<file path="src/rtl/pmt_pkg.sv">
package pmt_pkg;
  typedef enum logic [1:0] {
    REG_COUNT  = 2'd0,
    REG_PERIOD = 2'd1,
    REG_CTRL   = 2'd2,
    REG_SPARE  = 2'd3
  } reg_sel_e;

  // control field positions
  localparam int unsigned CTL_PRE_LSB  = 0;
  localparam int unsigned CTL_RUN_BIT  = 2;
  localparam int unsigned CTL_POST_LSB = 3;
  localparam int unsigned CTL_WIDTH    = 7;

  // terminal value of the prescale counter for a given select code
  function automatic logic [3:0] pre_limit(input logic [1:0] sel);
    logic [3:0] lim;
    if (sel[1])      lim = 4'd15;
    else if (sel[0]) lim = 4'd3;
    else             lim = 4'd0;
    return lim;
  endfunction
endpackage

</file>
<file path="src/rtl/tmr_prescale.sv">
module tmr_prescale #(
  parameter int unsigned PW = 4
) (
  input  logic       clk,
  input  logic       rst,
  input  logic       clr,
  input  logic       run,
  input  logic       tick,
  input  logic [1:0] sel,
  output logic       step
);
  logic [PW-1:0] pc_q;
  logic [PW-1:0] lim;

  assign lim  = PW'(pmt_pkg::pre_limit(sel));
  assign step = run && tick && !clr && (pc_q == lim);

  always_ff @(posedge clk) begin
    if (rst || clr)       pc_q <= '0;
    else if (run && tick) pc_q <= (pc_q == lim) ? '0 : pc_q + 1'b1;
  end


  pre_bound_chk: assert property (@(posedge clk) disable iff (rst)
    pc_q <= lim);
endmodule

</file>
<file path="src/rtl/tmr_count.sv">
module tmr_count #(
  parameter int unsigned CW = 8
) (
  input  logic          clk,
  input  logic          rst,
  input  logic          step,
  input  logic          wr_cnt,
  input  logic          wr_per,
  input  logic [CW-1:0] wdata,
  output logic [CW-1:0] cnt,
  output logic [CW-1:0] per,
  output logic          hit
);
  logic [CW-1:0] cnt_q, per_q;

  assign hit = step && (cnt_q == per_q);
  assign cnt = cnt_q;
  assign per = per_q;

  always_ff @(posedge clk) begin
    if (rst)         cnt_q <= '0;
    else if (wr_cnt) cnt_q <= wdata;
    else if (step)   cnt_q <= hit ? '0 : cnt_q + 1'b1;
  end

  always_ff @(posedge clk) begin
    if (rst)         per_q <= '1;
    else if (wr_per) per_q <= wdata;
  end


  zero_period_chk: assert property (@(posedge clk) disable iff (rst)
    (per_q == '0 && cnt_q == '0 && !wr_cnt) |=> cnt_q == '0);

  write_wins_chk: assert property (@(posedge clk) disable iff (rst)
    wr_cnt |=> cnt_q == $past(wdata));
endmodule

</file>
<file path="src/rtl/tmr_postscale.sv">
module tmr_postscale #(
  parameter int unsigned SW = 4
) (
  input  logic          clk,
  input  logic          rst,
  input  logic          clr,
  input  logic          hit,
  input  logic [SW-1:0] sel,
  output logic          fire
);
  logic [SW-1:0] ps_q;

  assign fire = hit && (ps_q == sel);

  always_ff @(posedge clk) begin
    if (rst || clr) ps_q <= '0;
    else if (hit)   ps_q <= fire ? '0 : ps_q + 1'b1;
  end


  post_bound_chk: assert property (@(posedge clk) disable iff (rst || clr)
    hit |-> ps_q <= sel);
endmodule

</file>
<file path="src/rtl/pmatch_timer.sv">
module pmatch_timer #(
  parameter int unsigned CW = 8,
  parameter int unsigned PW = 4,
  parameter int unsigned SW = 4
) (
  input  logic          clk,
  input  logic          rst,
  input  logic          tick_in,
  input  logic          wr_en,
  input  logic [1:0]    wr_addr,
  input  logic [CW-1:0] wr_data,
  input  logic [1:0]    rd_addr,
  output logic [CW-1:0] rd_data,
  input  logic          irq_clr,
  output logic          match_o,
  output logic          irq_o
);
  import pmt_pkg::*;
  localparam int unsigned CTW = CTL_WIDTH;

  logic [CTW-1:0] ctl_q;
  logic           wr_cnt, wr_per, wr_ctl, div_clr;
  logic           step, hit, fire;
  logic [CW-1:0]  cnt, per;
  logic           match_q, irq_q;
  logic [CW-1:0]  rd_q;

  assign wr_cnt  = wr_en && (wr_addr == REG_COUNT);
  assign wr_per  = wr_en && (wr_addr == REG_PERIOD);
  assign wr_ctl  = wr_en && (wr_addr == REG_CTRL);
  assign div_clr = wr_cnt || wr_ctl;

  always_ff @(posedge clk) begin
    if (rst)         ctl_q <= '0;
    else if (wr_ctl) ctl_q <= wr_data[CTW-1:0];
  end

  tmr_prescale #(.PW(PW)) u_pre (
    .clk(clk), .rst(rst), .clr(div_clr), .run(ctl_q[CTL_RUN_BIT]),
    .tick(tick_in), .sel(ctl_q[CTL_PRE_LSB +: 2]), .step(step));

  tmr_count #(.CW(CW)) u_cnt (
    .clk(clk), .rst(rst), .step(step), .wr_cnt(wr_cnt), .wr_per(wr_per),
    .wdata(wr_data), .cnt(cnt), .per(per), .hit(hit));

  tmr_postscale #(.SW(SW)) u_post (
    .clk(clk), .rst(rst), .clr(div_clr), .hit(hit),
    .sel(ctl_q[CTL_POST_LSB +: SW]), .fire(fire));

  always_ff @(posedge clk) begin
    if (rst) begin
      match_q <= 1'b0;
      irq_q   <= 1'b0;
    end else begin
      match_q <= hit;
      irq_q   <= fire || (irq_q && !irq_clr);
    end
  end

  always_ff @(posedge clk) begin
    if (rst) rd_q <= '0;
    else begin
      case (reg_sel_e'(rd_addr))
        REG_COUNT:  rd_q <= cnt;
        REG_PERIOD: rd_q <= per;
        REG_CTRL:   rd_q <= CW'(ctl_q);
        default:    rd_q <= '0;
      endcase
    end
  end

  assign rd_data = rd_q;
  assign match_o = match_q;
  assign irq_o   = irq_q;


  irq_sticky_chk: assert property (@(posedge clk) disable iff (rst)
    (irq_o && !irq_clr) |=> irq_o);

  halt_hold_chk: assert property (@(posedge clk) disable iff (rst)
    (!ctl_q[CTL_RUN_BIT] && !wr_cnt) |=> ($stable(cnt) && !match_o));

  match_cause_chk: assert property (@(posedge clk) disable iff (rst)
    match_o |-> ($past(cnt) == $past(per) && cnt == '0));

  ctl_keeps_cnt_chk: assert property (@(posedge clk) disable iff (rst)
    wr_ctl |=> $stable(cnt));
endmodule

</file>
<file path="config.mk">
export PLATFORM = sky130hd
export DESIGN_NAME = pmatch_timer
export DESIGN_NICKNAME = d
export VERILOG_FILES = /design/src/rtl/pmt_pkg.sv /design/src/rtl/tmr_prescale.sv /design/src/rtl/tmr_count.sv /design/src/rtl/tmr_postscale.sv /design/src/rtl/pmatch_timer.sv
export SDC_FILE = /design/constraint.sdc
export NUM_CORES = 1
export LEC_CHECK = 0
export BUFFER_PORTS_ARGS = -buffer_cell sky130_fd_sc_hd__buf_2
export CAP_MARGIN = 40
export CORE_MARGIN = 2
export CORE_UTILIZATION = 31
export DETAILED_ROUTE_END_ITERATION = 12
export GPL_ROUTABILITY_DRIVEN = 1
export GPL_TIMING_DRIVEN = 0
export MAX_ROUTING_LAYER = met4
export PLACE_DENSITY = 0.54
export SLEW_MARGIN = 20
export SYNTH_ARGS = -nofsm -noshare
export SYNTH_HDL_FRONTEND = slang
export SYNTH_HIERARCHICAL = 1
export SYNTH_SLANG_ARGS = --single-unit
</file>
<file path="constraint.sdc">
create_clock -name clk -period 3.1 [get_ports clk]
set_input_delay 0.155 -clock clk [delete_from_list [all_inputs] [get_ports clk]]
set_output_delay 0.155 -clock clk [all_outputs]
set_load 0.05 [all_outputs]
</file>
### Yosys cells after proc, flatten, opt, wreduce, memory -nomap -nowiden

Cells that the tools add are included.
Widths: inputs -> output; s select.

* add/sub/neg operators: 3
* equal/unequal tests: 7
* multiplexer cells: 8
* reductions and logical operators: 17

Operators with widths (count)
* $mux 8: 3
* $pmux 8 s3: 1
* $mux 4: 3
* $logic_and 1x1->1: 9
* $add 4x1->4 const B: 2
* $add 8x1->8 const B: 1
* $eq 4x4->1: 2
* $eq 8x8->1: 1
* $eq 2x1->1 const B: 2
* $eq 2x2->1 const B: 2
* $logic_not 2->1: 2
* $logic_or 1x1->1: 3
* $logic_not 1->1: 2
* $mux 2: 1
* $reduce_bool 2->1: 1

* register bits: 41
* output and inout bits: 10
* word-level logic and storage cells: 43

### Logic depth before layout (Yosys ltp)

Gate-level depths: netlist (run 1).

* depth after elaboration: 10
* depth in mapped cells: 10

### Hierarchy

Netlist (run 1), hierarchy kept.

Modules (own cells, without submodules)
* tmr_count: instances 1, cells each 94, area each 865.8 um^2, seq. area each 320.3 um^2
* pmatch_timer: instances 1, cells each 84, area each 767.0 um^2, seq. area each 340.3 um^2
* tmr_postscale: instances 1, cells each 24, area each 246.5 um^2, seq. area each 80.1 um^2
* tmr_prescale: instances 1, cells each 25, area each 222.7 um^2, seq. area each 80.1 um^2

### Worst setup path before layout (run 1)

OpenSTA, ideal clock, no wires.

* path kind: reg-to-reg
* start point: register u_pre.pc_q[0]
* end point: register irq_q, in the netlist irq_o
* arrival time: 2.711 ns
* data required time: 3.035 ns
* setup slack: 0.324 ns
* stages on the path, launching flop included: 11
* clock period less this slack: 2.776 ns
* cell sequence: dfxtp_1 > or4_4 > a221oi_2 > nor2b_1 > buf_4 > inv_1 > nor3_1 > and4_4 > and2_2 > a21oi_1 > nor2_1

* word-level cells in the longest chain between the ends: 5

Ends and longest elaborated chain
* start, declared: RTL line tmr_prescale.sv:12 `logic [PW-1:0] pc_q;`
* start signal, assigned: RTL line tmr_prescale.sv:20 `else if (run && tick) pc_q <= (pc_q == lim) ? '0 : pc_q + 1'b1;`
* $eq 4x4->1: RTL line tmr_prescale.sv:16 `assign step = run && tick && !clr && (pc_q == lim);`
* $logic_and 1x1->1: RTL line tmr_prescale.sv:16
* via step: RTL line pmatch_timer.sv:23 `logic step, hit, fire;`
* $logic_and 1x1->1: RTL line tmr_count.sv:16 `assign hit = step && (cnt_q == per_q);`
* via hit: RTL line pmatch_timer.sv:23
* $logic_and 1x1->1: RTL line tmr_postscale.sv:13 `assign fire = hit && (ps_q == sel);`
* via fire: RTL line pmatch_timer.sv:23
* $logic_or 1x1->1: RTL line pmatch_timer.sv:56 `irq_q <= fire || (irq_q && !irq_clr);`
* end signal, assigned: RTL line pmatch_timer.sv:56
* end, declared: RTL line pmatch_timer.sv:25 `logic match_q, irq_q;`

The timed path passes the listed nets, and every way through them passes these cells.
A chain may end at the register's enable or synchronous reset.

### Final worst setup path (run 1)

Ends and elaborated chain as after synthesis.

==> impl_metrics.env, run 1 <==
export IMPL_cts_resized=1
export IMPL_ant_nets=0
export IMPL_yosys_warnings=6
export IMPL_dp_hpwl_mm=3.602
export IMPL_hp_class="input port to flop"
export IMPL_drive_above_1_share_pct=24.81
export IMPL_drtPass1Iterations=4
export IMPL_outcome="finished, final reports clean"
export IMPL_clock_skew_ps=5.327
export IMPL_worst_setup_path_end_kind="flop"
export IMPL_wl_per_cell_um=14.07
export IMPL_p_seq_share_pct=53.2
export IMPL_cts_tree="done"
export IMPL_grt_pass1_wl_mm=8.093
export IMPL_grt_ovfl_total=0
export IMPL_max_stage_delay_ps=540
export IMPL_synth_cell_types=45
export IMPL_antenna_found_initial=0
export IMPL_cp_start_kind="flop"
export IMPL_synth_top_flop_cell="dfxtp_1"
export IMPL_dr_first_iter_drc_count=89
export IMPL_max_freq_mhz=353.4
export IMPL_worstSkewPairLatency_ps=300
export IMPL_remaining_drc_errors=0
export IMPL_leakage_nw=0.9425
export IMPL_crit_type="flop to flop"
export IMPL_fin_crit_sh_pct=91.28
export IMPL_yosysMostFrequentCell="dfxtp_1"
export IMPL_num_rows=30
export IMPL_path_clk_slew_ps=80
export IMPL_finalMaxSlewViolations=0
export IMPL_core_mm2=0.006681
export IMPL_synth_ff_latch_count=41
export IMPL_clkPwrFrac_pct=33.3
export IMPL_root_buffer="clkbuf_8"
export IMPL_hold_buffers=0
export IMPL_timing_critical_path_buf_inv=3
export IMPL_power_switching_w=0.0002979
export IMPL_ios=27
export IMPL_utilization_pct=36.44
export IMPL_grt_pass1_vias=1619
export IMPL_synthTopCellsByCount="41 x dfxtp_1, 20 x nand2_1, 17 x a211oi_1, 17 x a21oi_1"
export IMPL_drv_cap=0
export IMPL_n_antenna_cell=0
export IMPL_intPower_w=0.0007585
export IMPL_swShare_pct=28.20
export IMPL_vias=1709
export IMPL_avgSynthCellArea_um2=9.260
export IMPL_die_w_um=86.35
export IMPL_p_per_area_mw_per_mm2=433.9
export IMPL_p_comb_share_pct=13.5
export IMPL_place_gp_congestion=0.7424
export IMPL_critPathSlowestCell="or4_4"
export IMPL_yosys_area_top_type="dfxtp_1"
export IMPL_path_max_fanout=9
export IMPL_cts_sinks=41
export IMPL_max_slew_margin_pct=65.01
export IMPL_postCtsSetupBuffers=0
export IMPL_worst_pin_slew_ps=522.9
export IMPL_syn_to_final_growth_pct=15.83
export IMPL_finalHoldViolations=0
export IMPL_synthTopCellsByArea="dfxtp_1 39%, a211oi_1 6.1%, xnor2_1 5.8%"
export IMPL_chipHeight_um=86.35
export IMPL_crit_chain="or4_4, a221oi_2, nor2b_1, buf_4, inv_1, nor3_4, buf_2, and4_4, and2_2, a21oi_1, nor2_1"
export IMPL_grt_max_degree=14
export IMPL_hold_ws_ps=87.89
export IMPL_initial_utilization_pct=31.46
export IMPL_htreeDepth=2
export IMPL_arrival_ps=3080
export IMPL_cts_buffer_depth=2
export IMPL_required_ps=3350
export IMPL_setup_violations=0
export IMPL_synth_edf_count=0
export IMPL_vias_per_cell=4.997
export IMPL_syn_num_nets=247
export IMPL_io_buffers=26
export IMPL_netlist_area_leader_share_pct=39.05
export IMPL_finalSetupTns_ps=0
export IMPL_rsz0062_at_grt="no"
export IMPL_yosysSeqAreaShare_pct=39.05
export IMPL_totalPowerFinal_w=0.001056
export IMPL_cts_buffers=5
export IMPL_critical_path_top_delay_family="simple AND/OR/NAND/NOR gates"
export IMPL_syn_inst=227
export IMPL_layout_min_cycle_time_ps=2830
export IMPL_fp_dieArea_mm2=0.007455
export IMPL_layout_nets=281
export IMPL_wl_mm=4.812
export IMPL_synthArstFlopShare_pct=0
export IMPL_synth_area_mm2=0.002102
export IMPL_grt_util_all_layers_pct=14.45
export IMPL_irDropWorstVdd_v=0.0002503
==> metal layers <==
layer | track usage, % | wire length, µm
met1 | 19.96 | 2489
met2 | 20.98 | 2092
met3 | 2.857 | 154
met5 | - | 0
met4 | 5.114 | 74
==> registers in the layout, indices dropped and copies added (netlist names) <==
name / cells
match_o: 1
rd_data: 8
ctl_q: 7
u_cnt/cnt: 8
u_pre/pc_q: 4
u_post/ps_q: 4
u_cnt/per: 8
irq_o: 1
==> metrics by stage <==
| stage | instances | area [µm²] | setup WS, ps |
|---|---|---|---|
| final | 342 | 2435 | 270.2 |
| after global routing | 342 | 2435 | 43.00 |
| after CTS | 342 | 2429 | 152.2 |
| after detailed placement | 334 | 2337 | -36.78 |
| after global placement | 333 | 2332 | -290.4 |
| after floorplan | 227 | 2102 | 323.8 |
==> logic make-up (layout without fill, tap and decap cells) <==
logic type | count (synthesis) | count (layout) | share of synthesized area (%)
simple gates | 85 | 85 | 24.70
mux | 2 | 2 | 0.9524
buf+inv | 17 | 52 | 5.059
xor+xnor | 23 | 23 | 9.941
fa+ha+maj | 3 | 3 | 1.786
flops | 41 | 41 | 39.05
compound gates | 56 | 56 | 18.51
==> power by group through the flow <==
stage / clock [W] / sequential [W] / combinational, W
floorplan: 0 / 0.000593 / 0.0000790
global placement: 0 / 0.000575 / 0.000142
detailed placement: 0 / 0.000575 / 0.000142
CTS: 0.000363 / 0.000562 / 0.000143
global route: 0.000389 / 0.000565 / 0.000157
finish: 0.000352 / 0.000562 / 0.000143
==> final cells by class <==
cell class | instances | area [µm²]
Clock inverter | 3 | 17.52
Tap cell | 80 | 100.1
Fill cell | 705 | 4247
Clock buffer | 5 | 68.82
Multi-Input combinational cell | 169 | 1186
Sequential cell | 41 | 820.8
Buffer | 13 | 91.34
Inverter | 4 | 15.01
Timing Repair Buffer | 27 | 135.1
==> cells in the final DEF (no fill, tap or decap), types with 3 or more instances in the layout <==
| cell | count |
|---|---|
| nor3_1 | 3 |
| inv_1 | 4 |
| buf_6 | 4 |
| nand2b_1 | 5 |
| a211oi_1 | 17 |
| nor2b_1 | 14 |
| a21oi_1 | 17 |
| nor2b_2 | 5 |
| nand3_1 | 8 |
| nor3b_1 | 6 |
| ha_1 | 3 |
| nand2_1 | 20 |
| xor2_1 | 8 |
| nand4_1 | 3 |
| clkbuf_8 | 5 |
| a211o_1 | 8 |
| nor2_1 | 4 |
| o22ai_1 | 7 |
| xnor2_1 | 14 |
| buf_2 | 33 |
| dfxtp_1 | 41 |
==> final timing paths <==
kind                 start            to  slack (ps)  cells past startpoint
min reg2reg          irq_o         irq_o         490                      2
max          u_pre/pc_q[0]         irq_o         270                     11
max reg2reg  u_pre/pc_q[0]         irq_o         270                     11
min             wr_data[7]  u_cnt/per[7]          90                      2
Power figures use the tool's default switching activity.
==> inputs of run 2 (changes only) <==
--- a/config.mk
+++ b/config.mk
@@ -5,6 +5,7 @@
 export SDC_FILE = /design/constraint.sdc
 export NUM_CORES = 1
 export LEC_CHECK = 0
+export ABC_AREA = 1
 export BUFFER_PORTS_ARGS = -buffer_cell sky130_fd_sc_hd__buf_2
 export CAP_MARGIN = 40
 export CORE_MARGIN = 2
@@ -14,6 +15,7 @@
 export GPL_TIMING_DRIVEN = 0
 export MAX_ROUTING_LAYER = met4
 export PLACE_DENSITY = 0.54
+export SKIP_LAST_GASP = 1
 export SLEW_MARGIN = 20
 export SYNTH_ARGS = -nofsm -noshare
 export SYNTH_HDL_FRONTEND = slang
==> run 2 against run 1 <==
Count of clock-buffer cells in the layout up 2. Cell count up 32%. Register-to-register slack better by 470 ps. First-iteration DRC count up 22%. Cell area up 6.0%. Core utilization up 1.1 points. Setup slack better by 470 ps. Global-route usage up 0.15 points. Die area up 5.6%. Largest cell class unchanged.
==> impl_metrics.env, run 2 <==
export IMPL_r2r_setup_slack_ps=740
export IMPL_yosysMostFrequentCell="nand2_1"
export IMPL_crit_type="flop to flop"
export IMPL_worstSkewPairLatency_ps=300
export IMPL_timing_critical_path_buf_inv=4
export IMPL_n_antenna_cell=0
export IMPL_cts_resized=0
export IMPL_power_switching_w=0.0002999
export IMPL_grt_pass1_wl_mm=8.569
export IMPL_setup_slack_ps=737.9
export IMPL_worstHoldPathCells=3
export IMPL_worst_setup_path_end_kind="flop"
export IMPL_p_seq_share_pct=48.8
export IMPL_p_per_area_mw_per_mm2=448.8
export IMPL_synth_area_mm2=0.002225
export IMPL_grt_max_degree=13
export IMPL_postCtsSetupBuffers=0
export IMPL_path_clk_slew_ps=80
export IMPL_hp_class="input port to flop"
export IMPL_finalSetupTns_ps=0
export IMPL_irDropWorstVdd_v=0.0001447
export IMPL_synth_edf_count=0
export IMPL_drtPass1Iterations=4
export IMPL_synthArstFlopShare_pct=0
export IMPL_crit_chain="nand2_1, inv_1, nand2_1, nand2_1, nand3_2, nor2_1, inv_1, a21oi_1, nand2_1, nor2_1, nand3_2, inv_2, nand2_1, nor2_2, nand3_2, inv_2, a21oi_1, nor2_1"
export IMPL_initial_utilization_pct=32.39
export IMPL_max_freq_mhz=423.3
export IMPL_totalPowerFinal_w=0.001158
export IMPL_root_buffer="clkbuf_8"
export IMPL_leakage_nw=1.245
export IMPL_core_mm2=0.006869
export IMPL_placed_area_mm2=0.002465
export IMPL_dr_first_iter_drc_count=109
export IMPL_die_w_um=88.71
export IMPL_met1_usage_pct=17.82
export IMPL_critPathSlowestCell="dfxtp_1"
export IMPL_synthTopCellsByArea="dfxtp_1 37%, nand2_1 12%, nand3_1 8.3%"
export IMPL_avgSynthCellArea_um2=6.845
export IMPL_path_max_fanout=9
export IMPL_arrival_ps=2600
export IMPL_wl_per_cell_um=11.29
export IMPL_critPathMostFrequentCell="nand2_1"
export IMPL_ios=27
export IMPL_cts_tree="done"
export IMPL_final_cell_mix="70 x nand2_1, 45 x inv_1, 41 x dfxtp_1"
export IMPL_clkPwrFrac_pct=38.9
export IMPL_syn_to_final_growth_pct=16.03
export IMPL_whs_endpoint="u_cnt/per[7]"
export IMPL_r2r_start="u_pre/pc_q[0]"
export IMPL_finalHoldViolations=0
export IMPL_regArea_um2=820.8
export IMPL_drive_above_1_share_pct=19.33
export IMPL_rsz0062_at_grt="no"
export IMPL_hp_start="wr_data[7]"
export IMPL_yosysSeqAreaShare_pct=36.90
export IMPL_finalMaxSlewViolations=0
export IMPL_synth_ff_latch_count=41
export IMPL_intPower_w=0.0008584
export IMPL_fin_area_mm2=0.002581
export IMPL_outcome="finished, final reports clean"
export IMPL_yosys_area_top_type="dfxtp_1"
export IMPL_vias_per_cell=4.508
export IMPL_fillers=743
export IMPL_syn_inst=325
export IMPL_utilization_pct=37.58
export IMPL_p_comb_share_pct=12.3
export IMPL_vias=2042
export IMPL_dp_slack_ps=746.1
export IMPL_max_stage_delay_ps=400
export IMPL_cts_sinks=41
export IMPL_cp_start_kind="flop"
export IMPL_wl_mm=5.116
export IMPL_remaining_drc_errors=0
export IMPL_antenna_found_initial=0
export IMPL_drv_cap=0
export IMPL_fin_crit_sh_pct=76.20
export IMPL_ff2ff_path_depth=18
export IMPL_grt_util_all_layers_pct=14.60
export IMPL_chipHeight_um=88.71
export IMPL_max_slew_margin_pct=54.59
export IMPL_clock_skew_ps=5.505
export IMPL_r2r_end="irq_o"
export IMPL_required_ps=3340
export IMPL_layout_min_cycle_time_ps=2362
export IMPL_swShare_pct=25.89
export IMPL_syn_num_nets=345
export IMPL_met3_usage_pct=3.078
export IMPL_layout_nets=376
export IMPL_num_rows=30
export IMPL_yosys_warnings=6
export IMPL_critical_path_top_delay_family="simple AND/OR/NAND/NOR gates"
export IMPL_synthTopCellsByCount="70 x nand2_1, 45 x inv_1, 41 x dfxtp_1"
export IMPL_use_met2_pct=22.73
export IMPL_setup_violations=0
export IMPL_hold_buffers=0
export IMPL_synth_top_flop_cell="dfxtp_1"
export IMPL_io_buffers=24
export IMPL_grt_busiest_layer="met2"
export IMPL_place_gp_congestion=0.8249
export IMPL_netlist_area_leader_share_pct=36.90
export IMPL_multi_input_area_mm2=0.001122
export IMPL_htreeDepth=2
export IMPL_fp_dieArea_mm2=0.007869
export IMPL_cts_buffers=5
export IMPL_dp_hpwl_mm=4.007
export IMPL_grt_pass1_vias=1845
export IMPL_synth_cell_types=30
export IMPL_worst_pin_slew_ps=676.0
export IMPL_final_common_cell="nand2_1"
export IMPL_cts_buffer_depth=2
export IMPL_grt_ovfl_total=0
export IMPL_ant_nets=0
-- run 2: worst max path at each step --
stage	startpoint	endpoint	slack [ps]	cells after the start
floorplan	u_pre/pc_q[0]	irq_o	1180	18
global placement	ctl_q[1]	irq_o	780	18
detailed placement	u_pre/pc_q[0]	irq_o	750	18
CTS	u_pre/pc_q[0]	irq_o	730	18
global route	u_pre/pc_q[0]	irq_o	440	18
finish	u_pre/pc_q[0]	irq_o	740	18
-- run 2: metal layers --
metal | part of all wire (%) | wire [µm]
met5 | 0 | 0
met4 | 2.9 | 146
met3 | 3.5 | 179
met2 | 46 | 2328
met1 | 48 | 2461
-- run 2: final cells by class --
type / instances / area share, %
clock inverter: 1 / 1.163
clock buffer: 7 / 3.345
tap: 96 / 4.653
timing repair buffer: 24 / 4.653
buffer: 8 / 2.618
inverter: 57 / 8.289
sequential: 41 / 31.80
multi-input combinational: 219 / 43.48
-- run 2: stage by stage --
stage | hold WS, ps | cells
finish | 107.5 | 453
detailed placement | 413.2 | 445
floorplan | 224.1 | 325
global placement | 402.5 | 445
global route | 99.86 | 453
CTS | 100.3 | 453
-- run 2: kinds of logic after synthesis --
group / after synthesis / share of synthesized area [%]
compound gates: 40 / 10.29
xor+xnor: 9 / 3.544
fa+ha+maj: 3 / 1.687
buf+inv: 65 / 12.66
flops: 41 / 36.90
simple gates: 167 / 34.93
-- run 2: power by group through the flow --
stage	Clock (W)	Sequential, W	Combinational [W]
after floorplan	0	0.000592	0.0000846
after global placement	0	0.000577	0.000143
after detailed placement	0	0.000578	0.000144
after CTS	0.000470	0.000565	0.000144
after global routing	0.000489	0.000568	0.000161
final	0.000450	0.000565	0.000143
-- run 2: tightest hold or removal path, stage by stage --
cell and delay [ps]:
buf_2 100, a21oi_1 60, o21ai_0 60
==> inputs of run 3 (changes only) <==
==> constraint.sdc (replaced) <==
create_clock -name clk -period 2.2 [get_ports clk]
set_input_delay 0.11 -clock clk [delete_from_list [all_inputs] [get_ports clk]]
set_output_delay 0.11 -clock clk [all_outputs]
set_load 0.05 [all_outputs]
==> run 3 against run 2 <==
Combinational power up 42%. Global-route usage about the same. Core utilization increased by 0.75 points. Critical path depth did not move. Register-to-register slack worse by 540 ps. Critical path type unchanged. Critical endpoint unchanged. Largest power group unchanged. Highest routed layer unchanged.
==> impl_metrics.env, run 3 (same netlist as run 2, synthesis figures left out) <==
export IMPL_outcome="finished, final reports clean"
export IMPL_final_cell_mix="70 x nand2_1, 44 x inv_1, 37 x nand3_1"
export IMPL_worst_setup_path_end_kind="flop"
export IMPL_layout_nets=379
export IMPL_die_w_um=88.71
export IMPL_hp_class="input port to flop"
export IMPL_finalSetupTns_ps=0
export IMPL_finalHoldViolations=0
export IMPL_htreeDepth=2
export IMPL_max_slew_margin_pct=53.15
export IMPL_cts_sinks=41
export IMPL_placed_area_mm2=0.002465
export IMPL_cp_start_kind="flop"
export IMPL_finalMaxSlewViolations=0
export IMPL_crit_chain="nand2_1, inv_2, nand2_1, nand2_1, nand3_2, nor2_4, inv_1, a21oi_1, nand2_1, nor2_2, nand3_4, clkinv_4, nand2_1, nor2_2, nand3_2, inv_2, a21oi_1, nor2_1"
export IMPL_root_buffer="clkbuf_8"
export IMPL_wl_mm=5.169
export IMPL_dp_hpwl_mm=4.007
export IMPL_num_rows=30
export IMPL_cts_tree="done"
export IMPL_chipHeight_um=88.71
export IMPL_place_gp_congestion=0.8249
export IMPL_core_mm2=0.006869
export IMPL_fin_area_mm2=0.002633
export IMPL_irDropWorstVdd_v=0.0002095
export IMPL_drv_cap=0
export IMPL_syn_to_final_growth_pct=18.33
export IMPL_crit_type="flop to flop"
export IMPL_fillers=741
export IMPL_antenna_found_initial=0
export IMPL_ant_nets=0
export IMPL_hold_buffers=0
export IMPL_max_freq_mhz=500.3
export IMPL_grt_pass1_wl_mm=8.576
export IMPL_n_antenna_cell=0
export IMPL_io_buffers=24
export IMPL_vias=2063
export IMPL_initial_utilization_pct=32.39
export IMPL_p_per_area_mw_per_mm2=621.8
export IMPL_dr_first_iter_drc_count=115
export IMPL_critical_path_top_delay_family="simple AND/OR/NAND/NOR gates"
export IMPL_critPathMostFrequentCell="nand2_1"
export IMPL_grt_pass1_vias=1851
export IMPL_fin_crit_sh_pct=90.85
export IMPL_drive_above_1_share_pct=22.22
export IMPL_grt_ovfl_total=0
export IMPL_grt_util_all_layers_pct=14.64
export IMPL_path_max_fanout=6
export IMPL_path_clk_slew_ps=80
export IMPL_ios=27
export IMPL_wl_per_cell_um=11.34
export IMPL_fp_dieArea_mm2=0.007869
export IMPL_vias_per_cell=4.524
export IMPL_layout_min_cycle_time_ps=1999
export IMPL_worstSkewPairLatency_ps=300
export IMPL_setup_violations=0
export IMPL_cts_buffer_depth=2
export IMPL_final_common_cell="nand2_1"
export IMPL_grt_max_degree=13
export IMPL_max_stage_delay_ps=360
export IMPL_timing_critical_path_buf_inv=4
export IMPL_arrival_ps=2240
export IMPL_remaining_drc_errors=0
export IMPL_required_ps=2440
export IMPL_cts_buffers=5
export IMPL_worst_pin_slew_ps=697.4
export IMPL_critPathSlowestCell="dfxtp_2"
export IMPL_leakage_nw=1.258
export IMPL_clock_skew_ps=8.259
export IMPL_drtPass1Iterations=4
[run 3: layout make-up]
| cell class | instances | area, µm² | area share (%) |
|---|---|---|---|
| multi-input cells | 219 | 1140 | 43.30 |
| flip-flops and latches | 41 | 827.0 | 31.42 |
| inverters | 57 | 219.0 | 8.318 |
| repair buffers | 27 | 142.6 | 5.418 |
| well taps | 96 | 120.1 | 4.563 |
| clock buffers | 7 | 86.33 | 3.279 |
| plain buffers | 8 | 67.56 | 2.567 |
| clock inverters | 1 | 30.03 | 1.141 |
[run 3: metrics by stage]
stage	util [%]	power [W]	hold WS, ps	setup slack (ps)	instances
2_1_floorplan	-	0.0009538	179.1	284.5	325
3_3_place_gp	35.88	0.001015	357.5	-123.6	445
3_5_place_dp	35.88	0.001016	368.2	-153.9	445
4_1_cts	37.80	0.001662	55.29	15.65	453
5_1_grt	38.32	0.001721	54.74	-19.44	456
6_report	38.32	0.001637	61.34	201.4	456
[run 3: worst min-delay path, delay by kind of cell]
kind / cells / cell delay (ps)
buffers and inverters: 1 / 100
AO/OA/AOI/OAI: 2 / 120
[run 3: where the power goes]
part	internal [W]	switching (W)
clock	0.000370	0.000267
sequential	0.000771	0.0000260
combinational	0.0000698	0.000134
total	0.00121	0.000426
[run 3: worst paths after layout]
check / startpoint / to / slack (ps) / cells past startpoint
max: u_pre/pc_q[0] / irq_o / 200 / 18
min: wr_data[7] / u_cnt/per[7] / 60 / 3
max reg2reg: u_pre/pc_q[0] / irq_o / 200 / 18
min reg2reg: irq_o / irq_o / 490 / 2
[run 3: repair_timing]
action / in CTS / in global routing
buffers inserted: 0 / 3
gates resized for setup: 4 / 9
pin swaps: 0 / 1
endpoints found under the setup margin: 5 / 5
[run 3: metal layers]
metal,part of all wire (%),vias to the layer above,track usage [%]
li1,-,1090,-
met1,48,926,17.82
met2,46,35,22.93
met3,3.7,12,3.078
met4,2.8,0,7.163
met5,0,-,-
